$ cat src/rtl/serial_mii_tx_pkg.sv
package serial_mii_tx_pkg;

  localparam int DATA_W = 8;
  localparam int SEG_W  = DATA_W + 2;

  // Packed so that bit 0 is the error flag, bit 1 the enable flag and
  // bits 2..9 the data byte, least significant bit first on the wire.
  typedef struct packed {
    logic [DATA_W-1:0] data;
    logic              en;
    logic              err;
  } seg_t;

  localparam seg_t SEG_IDLE = '{data: '0, en: 1'b0, err: 1'b0};

  // Build the segment for an offered byte; the error flag is dropped
  // when the segment will go out at the slow speed.
  function automatic seg_t make_seg(input logic valid, input logic en,
                                    input logic err, input logic [DATA_W-1:0] data,
                                    input logic slow);
    seg_t s;
    if (!valid) begin
      s = SEG_IDLE;
    end else begin
      s.data = data;
      s.en   = en;
      s.err  = err & ~slow;
    end
    return s;
  endfunction

  // Serial bit number idx of a segment.
  function automatic logic seg_bit(input seg_t s, input logic [3:0] idx);
    logic [SEG_W-1:0] flat;
    flat = s;
    return flat[idx];
  endfunction

  // Mode that a segment loaded now will use: a new speed only while idle.
  function automatic logic next_mode(input logic cur_slow, input logic req_slow,
                                     input logic loaded_en);
    return loaded_en ? cur_slow : req_slow;
  endfunction

endpackage

$ cat src/rtl/serial_mii_tx_timer.sv
module serial_mii_tx_timer #(
  parameter int SEG_W = 10,
  localparam int IDX_W = $clog2(SEG_W)
) (
  input  logic             clk,
  input  logic             rst_n,
  output logic [IDX_W-1:0] bit_idx,
  output logic             seg_first,
  output logic             seg_last
);

  localparam logic [IDX_W-1:0] LAST_IDX = IDX_W'(SEG_W - 1);

  logic [IDX_W-1:0] idx_q;

  always_ff @(posedge clk) begin
    if (!rst_n) begin
      idx_q <= '0;
    end else if (idx_q == LAST_IDX) begin
      idx_q <= '0;
    end else begin
      idx_q <= idx_q + 1'b1;
    end
  end

  assign bit_idx   = idx_q;
  assign seg_first = (idx_q == '0);
  assign seg_last  = (idx_q == LAST_IDX);

endmodule

$ cat src/rtl/serial_mii_tx_repeat.sv
module serial_mii_tx_repeat #(
  parameter int REPEAT = 10
) (
  input  logic clk,
  input  logic rst_n,
  input  logic seg_last,
  input  logic mode_slow,
  output logic rep_last
);

  generate
    if (REPEAT > 1) begin : g_count
      localparam int REP_W = $clog2(REPEAT);
      localparam logic [REP_W-1:0] LAST_REP = REP_W'(REPEAT - 1);
      logic [REP_W-1:0] rep_q;

      always_ff @(posedge clk) begin
        if (!rst_n || !mode_slow) begin
          rep_q <= '0;
        end else if (seg_last) begin
          rep_q <= (rep_q == LAST_REP) ? '0 : rep_q + 1'b1;
        end
      end

      assign rep_last = (rep_q == LAST_REP);
    end else begin : g_single
      assign rep_last = 1'b1;
    end
  endgenerate

endmodule

$ cat src/rtl/serial_mii_tx_loader.sv
module serial_mii_tx_loader
  import serial_mii_tx_pkg::*;
(
  input  logic              clk,
  input  logic              rst_n,
  input  logic              take,
  input  logic              speed_slow,
  input  logic              in_valid,
  input  logic [DATA_W-1:0] in_data,
  input  logic              in_en,
  input  logic              in_err,
  output seg_t              seg_q,
  output logic              mode_slow
);

  logic loaded_en;
  logic mode_next;
  seg_t seg_next;

  always_comb begin
    loaded_en = in_valid & in_en;
    mode_next = next_mode(mode_slow, speed_slow, loaded_en);
    seg_next  = make_seg(in_valid, in_en, in_err, in_data, mode_next);
  end

  always_ff @(posedge clk) begin
    if (!rst_n) begin
      seg_q     <= SEG_IDLE;
      mode_slow <= 1'b0;
    end else if (take) begin
      seg_q     <= seg_next;
      mode_slow <= mode_next;
    end
  end

endmodule

$ cat src/rtl/serial_mii_tx.sv
module serial_mii_tx
  import serial_mii_tx_pkg::*;
#(
  parameter int SLOW_REPEAT = 10
) (
  input  logic              clk,
  input  logic              rst_n,
  input  logic              speed_slow,
  input  logic              in_valid,
  output logic              in_ready,
  input  logic [DATA_W-1:0] in_data,
  input  logic              in_en,
  input  logic              in_err,
  output logic              ser_data,
  output logic              ser_sync
);

  localparam int IDX_W = $clog2(SEG_W);

  logic [IDX_W-1:0] bit_idx_w;
  logic             seg_first_w;
  logic             seg_last_w;
  logic             rep_last_w;
  logic             mode_slow_w;
  logic             take_w;
  logic             seg_en_w;
  seg_t             seg_w;

  serial_mii_tx_timer #(.SEG_W(SEG_W)) u_timer (
    .clk       (clk),
    .rst_n     (rst_n),
    .bit_idx   (bit_idx_w),
    .seg_first (seg_first_w),
    .seg_last  (seg_last_w)
  );

  serial_mii_tx_repeat #(.REPEAT(SLOW_REPEAT)) u_repeat (
    .clk       (clk),
    .rst_n     (rst_n),
    .seg_last  (seg_last_w),
    .mode_slow (mode_slow_w),
    .rep_last  (rep_last_w)
  );

  // A load point is the last bit of a segment, and at the slow speed only
  // the last bit of its final copy.
  assign take_w = seg_last_w & (~mode_slow_w | rep_last_w);

  serial_mii_tx_loader u_loader (
    .clk        (clk),
    .rst_n      (rst_n),
    .take       (take_w),
    .speed_slow (speed_slow),
    .in_valid   (in_valid),
    .in_data    (in_data),
    .in_en      (in_en),
    .in_err     (in_err),
    .seg_q      (seg_w),
    .mode_slow  (mode_slow_w)
  );

  assign seg_en_w = seg_w.en;
  assign in_ready = take_w & rst_n;
  assign ser_sync = seg_first_w;
  assign ser_data = seg_bit(seg_w, 4'(bit_idx_w));

endmodule

$ cat config.mk
export PLATFORM = sky130hd
export DESIGN_NAME = serial_mii_tx
export DESIGN_NICKNAME = d
export VERILOG_FILES = /design/src/rtl/serial_mii_tx_pkg.sv /design/src/rtl/serial_mii_tx_timer.sv /design/src/rtl/serial_mii_tx_repeat.sv /design/src/rtl/serial_mii_tx_loader.sv /design/src/rtl/serial_mii_tx.sv
export SDC_FILE = /design/constraint.sdc
export NUM_CORES = 1
export LEC_CHECK = 0
export BUFFER_PORTS_ARGS = -buffer_cell sky130_fd_sc_hd__buf_2
export CORE_MARGIN = 3
export CORE_UTILIZATION = 57
export CTS_BUF_LIST = sky130_fd_sc_hd__clkbuf_4 sky130_fd_sc_hd__clkbuf_8
export DETAILED_ROUTE_END_ITERATION = 10
export PLACE_DENSITY_LB_ADDON = 0.12
export SLEW_MARGIN = 40
export SYNTH_ARGS = -nofsm -noshare
export SYNTH_HDL_FRONTEND = slang
export SYNTH_SLANG_ARGS = --single-unit
$ cat constraint.sdc
create_clock -name clk -period 1.66 [get_ports clk]
set_input_delay 0.083 -clock clk [delete_from_list [all_inputs] [get_ports clk]]
set_output_delay 0.083 -clock clk [all_outputs]
set_load 0.005 [all_outputs]
==> impl_metrics.env, run 1 <==
export IMPL_status="finished, violations left"
export IMPL_failed_checks="setup timing"
export IMPL_die_area_sq_mm=0.002260
export IMPL_yosys_area_share_simple=0.2557
export IMPL_worst_pin_slew_ns=0.3080
export IMPL_netlist_instances=108
export IMPL_cp_start_kind="flop"
export IMPL_path_clk_slew_ns=0.12
export IMPL_io_pins=17
export IMPL_yosys_top_cells_area="dfxtp_1 (39%), mux2i_1 (10%), nand2_1 (9.2%)"
export IMPL_cts_root_buf="clkbuf_4"
export IMPL_dp_hpwl_mm=1.522
export IMPL_fin_crit_sh=1.038
export IMPL_synth_xor_area_frac=0.01781
export IMPL_drv_slew=0
export IMPL_rsz0062_at_grt="true"
export IMPL_maxSlewHeadroom=0.7944
export IMPL_synth_compound_area_frac=0.08779
export IMPL_hold_slack_ns=0.004992
export IMPL_antenna_found_initial=0
export IMPL_drive_above_1_share=0.3529
export IMPL_arrival_ns=1.64
export IMPL_ys_flop_type="dfxtp_1"
export IMPL_max_clock_freq_mhz=580.1
export IMPL_avgSynthCellArea_sq_um=9.106
export IMPL_yosysTopAreaCellShare=0.3868
export IMPL_grtUsageTotal=0.2080
export IMPL_leakage_nw=0.4978
export IMPL_max_vdd_ir_drop_mv=0.5886
export IMPL_ys_ff_latch=19
export IMPL_syn2layout_area_growth_pct=23.79
export IMPL_antennaDiodeCount=0
export IMPL_syn_area_sq_um=983.4
export IMPL_muxShareOfSynthArea=0.1628
export IMPL_dp_cells=140
export IMPL_yosysTopAreaCell="dfxtp_1"
export IMPL_die_height_microns=47.54
export IMPL_synth_fp_nets=125
export IMPL_ant_nets=0
export IMPL_overflow=0
export IMPL_drtIter0Drc=23
export IMPL_rows=14
export IMPL_coreArea_sq_mm=0.001559
export IMPL_finClkSkew_ns=0.006283
export IMPL_io_buffers=16
export IMPL_stdcell_count=152
export IMPL_yosysSeqAreaShare=0.3868
export IMPL_setup_viol=1
export IMPL_die_w_microns=47.54
export IMPL_critPathMaxFanout=4
export IMPL_ys_types=34
export IMPL_path_class="flop to primary output"
export IMPL_holdCritPathClass="input port to flop"
export IMPL_hold_violations=0
export IMPL_drc=0
export IMPL_clk_path_buf_depth=2
export IMPL_grt_pass1_wl_mm=3.270
export IMPL_vias_per_cell=5.559
export IMPL_yosys_warnings=0
export IMPL_synth_most_common_cell="nand2_1"
export IMPL_wl_mm=2.144
export IMPL_synthArstFlopShare=0
export IMPL_grt_pass1_vias=763
export IMPL_gp_congestion=0.8039
export IMPL_worst_slack_ns=-0.06370
export IMPL_finalCriticalPeriod_ns=1.724
export IMPL_synth_top_family_by_area="simple AND/OR/NAND/NOR gates"
export IMPL_yosys_area_share_adder=0.03817
export IMPL_firstDrtPassIters=4
export IMPL_nNetsFinal=154
export IMPL_grt_max_degree=21
export IMPL_cp_required_ns=1.58
export IMPL_synth_edf_count=0
export IMPL_clock_sinks=19
export IMPL_synth_common_cells="nand2_1 (24), dfxtp_1 (19), mux2i_1 (10)"
export IMPL_drt_wirelength_per_cell_microns=14.11
export IMPL_clk_latency_ns=0.30
export IMPL_routed_via_count=845
export IMPL_end_kind="primary output"
export IMPL_start_util=0.6308
export IMPL_cts_tree="built"
export IMPL_powerDensity_mw_per_mm2=681.4
export IMPL_maxCapViolCount=0
export IMPL_h_tree_depth=1
export IMPL_cts_buffers=3
## path summary, 6_finish.rpt
check                                         from           endpoint  slack (ns)  cells past startpoint
worst max-delay path            u_timer.bit_idx[0]           ser_data       -0.06                      5
worst min-delay path                    in_data[3]  u_loader.seg_q[5]       0.005                      3
worst max register to register  u_timer.bit_idx[1]  u_loader.seg_q[4]        0.15                      8
worst min register to register   u_loader.seg_q[2]  u_loader.seg_q[2]        0.47                      2
## where the power goes
part           leakage [nW]  internal [W]  total (W)  switching [W]
clock                0.0177     0.0000899   0.000242       0.000152
combinational         0.325     0.0000582   0.000109      0.0000507
sequential            0.155      0.000465   0.000479      0.0000141
## metrics by stage
step	instance area, sq um	setup WS, ns	util	total power, W	setup TNS [ns]
after CTS	1171	-0.01432	0.7512	0.0008094	-0.01432
after floorplan	983.4	0.2241	-	0.0005362	0
after detailed placement	1094	0.07515	0.7014	0.0005704	0
final	1217	-0.06370	0.7809	0.0008296	-0.06370
after global placement	1094	0.1671	0.7014	0.0005658	0
after global routing	1217	-0.1106	0.7809	0.0008659	-0.1595
## cells by family (layout without fill, tap and decap cells)
kind of cell             after synthesis  after routing
buffers and inverters                 11             39
XOR/XNOR                               2              2
flip-flops                            19             19
multiplexers                          13             13
AO/OA/AOI/OAI                         14             14
adder cells (fa/ha/maj)                3              3
AND/OR/NAND/NOR                       46             46
## critical path, stage by stage, from the launching register on
cell     delay [ns]
dfxtp_4        0.39
buf_6          0.12
mux2_2         0.36
a31oi_2        0.22
a22oi_2        0.10
buf_2          0.14
## flip-flops by register name, summed over array words and instances (netlist names)
register,count
u_loader.mode_slow,1
u_repeat.g_count.rep_q,4
u_loader.seg_q,10
u_timer.bit_idx,4
## cell usage in the layout, fill, tap and decap left out
master     instances
nand4bb_1          1
buf_4             12
inv_1              5
nand2_1           23
mux2_2             1
nor2b_1            2
nor2_1             3
dfxtp_4            2
a31oi_1            2
or3_2              2
o21ai_0            4
dfxtp_1           17
a21oi_1            3
inv_4              1
nor3b_1            1
mux4_2             2
nand4b_4           1
a21boi_0           1
o2111ai_1          1
and3_1             1
mux2i_1           10
clkbuf_4           3
buf_6              1
xor2_1             1
or3_1              2
or4b_1             1
nand3_1            3
and2_1             3
clkinv_2           1
buf_2             16
nand3b_1           1
and3b_2            1
a31oi_2            1
nand2_2            1
a21oi_2            1
a22oi_2            1
xnor2_1            1
ha_1               2
ha_4               1
## repair_timing
| item | in CTS | in global routing |
|---|---|---|
| pin swaps | 1 | 1 |
| hold buffers | 0 | 0 |
| setup endpoints to repair | 2 | 2 |
| gates resized for setup | 9 | 4 |
| buffers inserted | 4 | 4 |
| gates cloned | 0 | 0 |
## final cells by class
cell class,count,area (sq um)
fill,116,341.6
clock buffer,3,22.52
sequential,19,387.9
multi-input combinational,78,575.6
tap,16,20.02
inverter,6,25.02
timing repair buffer,29,181.4
clock inverter,1,5.005
## per-layer routing
layer  wire (microns)  vias to the layer above  track usage
li1                 -                      428            -
met1              959                      395       0.2586
met2             1087                       17       0.3503
met3               68                        5      0.04511
met4               29                        0      0.08065
met5                0                        -            0
Power figures use the tool's default switching activity.
==> inputs of run 2 (changes only) <==
--- a/config.mk
+++ b/config.mk
@@ -8,7 +8,7 @@
 export BUFFER_PORTS_ARGS = -buffer_cell sky130_fd_sc_hd__buf_2
 export CORE_MARGIN = 3
 export CORE_UTILIZATION = 57
-export CTS_BUF_LIST = sky130_fd_sc_hd__clkbuf_4 sky130_fd_sc_hd__clkbuf_8
+export CTS_BUF_LIST = sky130_fd_sc_hd__clkbuf_8
 export DETAILED_ROUTE_END_ITERATION = 10
 export PLACE_DENSITY_LB_ADDON = 0.12
 export SLEW_MARGIN = 40
==> run 2 against run 1 <==
  * The flow now finishes without violations
  * Hold slack improved by 0.061 ns
  * Fmax increased by 6.3%
  * Sequential share of layout area increased by 0.39 points
  * Global-route usage decreased by 0.38 points
  * Clock power increased by 33%
  * Via count decreased by 0.36%
  * Sequential cell count unchanged
  * Die area unchanged
  * Worst setup slack improved by 0.10 ns
  * Combinational power decreased by 17%
  * Critical path type unchanged
  * Critical endpoint unchanged
==> impl_metrics.env, run 2 (synthesized netlist as in run 1, its figures left out) <==
export IMPL_drt_wirelength_per_cell_microns=13.72
export IMPL_p_clk_frac=0.360
export IMPL_ant_nets=0
export IMPL_die_area_sq_mm=0.002260
export IMPL_largest_reg_flops=10
export IMPL_max_vdd_ir_drop_mv=0.5978
export IMPL_holdCritPathClass="input port to flop"
export IMPL_regMostFlops="u_loader.seg_q"
export IMPL_layout_commonest_cell="nand2_1"
export IMPL_max_clock_freq_mhz=616.8
export IMPL_cp_start_kind="flop"
export IMPL_clock_sinks=19
export IMPL_grt_pass1_vias=768
export IMPL_finalInstanceArea_sq_mm=0.001195
export IMPL_wl_mm=2.044
export IMPL_p_switching_w=0.0002129
export IMPL_end_kind="primary output"
export IMPL_path_delay_family="multiplexers"
export IMPL_rsz0062_at_grt="true"
export IMPL_critPathBufInv=2
export IMPL_seqPwrFrac=0.538
export IMPL_routed_via_count=842
export IMPL_grt_max_degree=21
export IMPL_grtUsageTotal=0.2041
export IMPL_gp_congestion=0.8039
export IMPL_path_cells="buf_6, mux4_2, nand2_1, a22oi_1, buf_2"
export IMPL_stdcell_count=149
export IMPL_leakage_nw=0.4878
export IMPL_maxSlewHeadroom=0.7997
export IMPL_status="finished clean"
export IMPL_finalCriticalPeriod_ns=1.621
export IMPL_comb_power_share=0.102
export IMPL_path_class="flop to primary output"
export IMPL_overflow=0
export IMPL_dp_cells=140
export IMPL_io_pins=17
export IMPL_setup_viol=0
export IMPL_antenna_found_initial=0
export IMPL_firstDrtPassIters=4
export IMPL_path_clk_slew_ns=0.07
export IMPL_io_buffers=16
export IMPL_p_sw_frac=0.2389
export IMPL_cp_required_ns=1.58
export IMPL_coreArea_sq_mm=0.001559
export IMPL_fin_setup_tns_ns=0
export IMPL_grt_pass1_wl_mm=3.208
export IMPL_fillers=120
export IMPL_drc=0
export IMPL_antennaDiodeCount=0
export IMPL_h_tree_depth=1
export IMPL_drv_slew=0
export IMPL_clk_path_buf_depth=2
export IMPL_die_w_microns=47.54
export IMPL_worst_pin_slew_ns=0.3005
export IMPL_nNetsFinal=151
export IMPL_die_height_microns=47.54
export IMPL_mostFrequentLayoutCells="nand2_1 (24), dfxtp_1 (17), buf_2 (16), mux2i_1 (10), buf_4 (9)"
export IMPL_maxCapViolCount=0
export IMPL_cts_root_buf="clkbuf_8"
export IMPL_intPower_w=0.0006781
export IMPL_rows=14
export IMPL_arrival_ns=1.54
export IMPL_hold_violations=0
export IMPL_start_util=0.6308
export IMPL_clk_latency_ns=0.25
export IMPL_post_route_util=0.7665
export IMPL_finClkSkew_ns=0.001146
export IMPL_cts_buffers=3
export IMPL_cts_tree="built"
export IMPL_critPathMaxFanout=6
export IMPL_drtIter0Drc=21
export IMPL_critPathSlowestCell="mux4_2"
export IMPL_drive_above_1_share=0.3158
export IMPL_p_total_w=0.0008910
export IMPL_fin_crit_sh=0.9767
export IMPL_syn2layout_area_growth_pct=21.50
export IMPL_dp_hpwl_mm=1.522
export IMPL_vias_per_cell=5.651
export IMPL_max_stage_delay_ns=0.50
export IMPL_powerDensity_mw_per_mm2=745.7
export IMPL_place_area_sq_mm=0.001094
run 2: tightest hold or removal path, cell delays in order:
cell and delay (ns):
buf_2 0.09, nand2_1 0.04, mux2i_1 0.05
run 2: final timing paths:
| check | startpoint | to | slack, ns | cells after the start |
|---|---|---|---|---|
| min reg2reg | u_loader.seg_q[2] | u_loader.seg_q[2] | 0.46 | 2 |
| max | u_timer.bit_idx[0] | ser_data | 0.04 | 5 |
| max reg2reg | u_timer.bit_idx[1] | u_loader.seg_q[4] | 0.12 | 8 |
| min | in_data[3] | u_loader.seg_q[5] | 0.07 | 3 |
run 2: final cells by class:
cell class	instances	area, sq um	area share
multi-input combinational	78	561.8	0.4702
sequential	19	385.4	0.3225
timing repair buffer	26	158.9	0.1330
clock buffer	3	41.29	0.03455
inverter	6	22.52	0.01885
tap	16	20.02	0.01675
clock inverter	1	5.005	0.004188
run 2: routing by layer:
layer | track usage | vias up | part of all wire
met2 | 0.3503 | 26 | 0.48
li1 | - | 423 | -
met5 | 0 | - | 0
met3 | 0.03383 | 4 | 0.045
met1 | 0.2540 | 389 | 0.46
met4 | 0.08065 | 0 | 0.014
run 2: metrics by stage:
stage	setup slack [ns]	hold slack [ns]
final	0.03871	0.06645
after global placement	0.1671	0.3324
after CTS	0.02567	0.06636
after detailed placement	0.07515	0.3375
after floorplan	0.2241	0.2251
after global routing	-0.02686	0.09056
run 2: timing repair:
action	CTS	global route
resized for setup	8	0
endpoints found under the setup margin	2	2
buffers inserted	2	3
hold buffers	0	0
pin swaps	0	2
run 2: power by group through the flow:
stage	Combinational, W	Clock [W]	Sequential, W
after detailed placement	0.0000826	0	0.000488
after floorplan	0.0000521	0	0.000484
after global routing	0.000103	0.000341	0.000481
final	0.0000907	0.000321	0.000479
after global placement	0.0000792	0	0.000487
after CTS	0.0000890	0.000322	0.000479
==> inputs of run 3 (changes only) <==
--- a/config.mk
+++ b/config.mk
@@ -6,7 +6,6 @@
 export NUM_CORES = 1
 export LEC_CHECK = 0
 export BUFFER_PORTS_ARGS = -buffer_cell sky130_fd_sc_hd__buf_2
-export CORE_MARGIN = 3
 export CORE_UTILIZATION = 57
 export CTS_BUF_LIST = sky130_fd_sc_hd__clkbuf_8
 export DETAILED_ROUTE_END_ITERATION = 10
==> constraint.sdc (replaced) <==
create_clock -name clk -period 1.66 [get_ports clk]
set_input_delay 0.249 -clock clk [delete_from_list [all_inputs] [get_ports clk]]
set_output_delay 0.249 -clock clk [all_outputs]
set_load 0.005 [all_outputs]
==> run 3 against run 2 <==
  * The flow now finishes with violations (setup timing)
  * Count of clock-buffer cells in the layout is the same
  * Sequential cell count is the same
  * Hold slack gained 0.17 ns
  * Total power shrank 1.1%
  * Clock power shrank 2%
  * Non-clock buffer count shrank 3
  * Worst setup slack lost 0.086 ns
  * Via count shrank 1.1%
  * Register-to-register slack lost 0.02 ns
  * Sequential share of layout area grew 0.72 points
  * Critical path type unchanged
  * Largest power group unchanged
==> impl_metrics.env, run 3 (synthesized netlist as in run 1, its figures left out) <==
export IMPL_status="finished, violations left"
export IMPL_failed_checks="setup timing"
export IMPL_finalInstanceArea_sq_mm=0.001165
export IMPL_worst_pin_slew_ns=0.2960
export IMPL_powerDensity_mw_per_mm2=756.8
export IMPL_clk_latency_ns=0.25
export IMPL_drtIter0Drc=10
export IMPL_hold_slack_ns=0.2339
export IMPL_worst_slack_ns=-0.04744
export IMPL_arrival_ns=1.46
export IMPL_largest_reg_flops=10
export IMPL_finalCriticalPeriod_ns=1.707
export IMPL_antenna_found_initial=0
export IMPL_rows=14
export IMPL_antennaDiodeCount=0
export IMPL_mostFrequentLayoutCells="nand2_1 (24), dfxtp_1 (18), buf_2 (16), mux2i_1 (10)"
export IMPL_path_class="flop to primary output"
export IMPL_maxSlewHeadroom=0.8024
export IMPL_path_clk_slew_ns=0.07
export IMPL_max_clock_freq_mhz=585.7
export IMPL_layout_commonest_cell="nand2_1"
export IMPL_overflow=0
export IMPL_finClkSkew_ns=0.001109
export IMPL_rsz0062_at_grt="true"
export IMPL_p_total_w=0.0008816
export IMPL_coreArea_sq_mm=0.001559
export IMPL_gp_congestion=0.8604
export IMPL_setup_viol=2
export IMPL_die_area_sq_mm=0.001895
export IMPL_regMostFlops="u_loader.seg_q"
export IMPL_critPathMaxFanout=4
export IMPL_cp_start_kind="flop"
export IMPL_clock_sinks=19
export IMPL_end_kind="primary output"
export IMPL_wl_mm=1.950
export IMPL_drc=0
export IMPL_drt_wirelength_per_cell_microns=13.36
export IMPL_io_buffers=16
export IMPL_syn2layout_area_growth_pct=18.45
export IMPL_nNetsFinal=148
export IMPL_max_vdd_ir_drop_mv=0.5626
export IMPL_holdCritPathClass="input port to flop"
export IMPL_cts_buffers=3
export IMPL_holdBufCountCts=0
export IMPL_cp_required_ns=1.41
export IMPL_fin_crit_sh=1.029
export IMPL_vias_per_cell=5.705
export IMPL_maxCapViolCount=0
export IMPL_ant_nets=0
export IMPL_grt_pass1_wl_mm=3.153
export IMPL_grtUsageTotal=0.2319
export IMPL_drive_above_1_share=0.2846
export IMPL_dp_hpwl_mm=1.413
export IMPL_leakage_nw=0.4704
export IMPL_h_tree_depth=1
export IMPL_grt_max_degree=15
export IMPL_cts_root_buf="clkbuf_8"
export IMPL_hold_violations=0
export IMPL_start_util=0.6308
export IMPL_cts_tree="built"
export IMPL_drv_slew=0
export IMPL_clk_path_buf_depth=2
export IMPL_die_w_microns=43.54
export IMPL_grt_pass1_vias=721
export IMPL_firstDrtPassIters=4
export IMPL_io_pins=17
export IMPL_die_height_microns=43.54
export IMPL_routed_via_count=833
export IMPL_place_area_sq_mm=0.001094
run 3: cell types whose count changed in the layout (fill, tap and decap cells not counted), sizes merged:
cell,delta
buf,-3
run 3: repair_timing:
item / in CTS / in global routing
pin swaps: 3 / 2
resized for setup: 6 / 0
setup endpoints to repair: 2 / 2
gates cloned: 0 / 0
buffers inserted: 2 / 0
run 3: report_power, final:
part	internal (W)	switching [W]
logic	0.0000485	0.0000437
registers	0.000464	0.0000117
clock network	0.000167	0.000147
run 3: layout make-up:
cell class / instances / area, sq um
Fill cell: 117 / 394.1
Multi-Input combinational cell: 78 / 555.5
Inverter: 6 / 22.52
Sequential cell: 19 / 384.1
Clock inverter: 1 / 5.005
Tap cell: 16 / 20.02
Clock buffer: 3 / 41.29
Timing Repair Buffer: 23 / 136.4
run 3: worst max-delay path, stage by stage, from the launching register on:
cell	delay [ns]
dfxtp_4	0.38
buf_6	0.11
mux2_4	0.30
a31oi_1	0.17
a22oi_1	0.11
buf_2	0.14
run 3: worst paths after layout:
| path | start | endpoint | slack (ns) | cells past startpoint |
|---|---|---|---|---|
| max | u_timer.bit_idx[0] | ser_data | -0.05 | 5 |
| min reg2reg | u_loader.seg_q[9] | u_loader.seg_q[9] | 0.46 | 2 |
| max reg2reg | u_timer.bit_idx[1] | u_repeat.g_count.rep_q[3] | 0.10 | 5 |
| min | in_data[5] | u_loader.seg_q[7] | 0.23 | 3 |
run 3: per-layer routing:
metal / GRT usage / vias up / share of wire
met5: 0 / - / 0
met4: 0.1125 / 0 / 0.019
met3: 0.03750 / 6 / 0.032
met2: 0.3788 / 23 / 0.47
met1: 0.2984 / 387 / 0.48
li1: - / 417 / -
run 3: metrics by stage:
stage | cells | setup TNS (ns) | utilization | worst slack, ns
3_5_place_dp | 140 | 0 | 0.7014 | 0.09014
2_1_floorplan | 108 | 0 | - | 0.06664
5_1_grt | 146 | -0.2334 | 0.7472 | -0.1228
3_3_place_gp | 140 | 0 | 0.7014 | 0.1639
4_1_cts | 146 | -0.03886 | 0.7472 | -0.03146
6_report | 146 | -0.07367 | 0.7472 | -0.04744
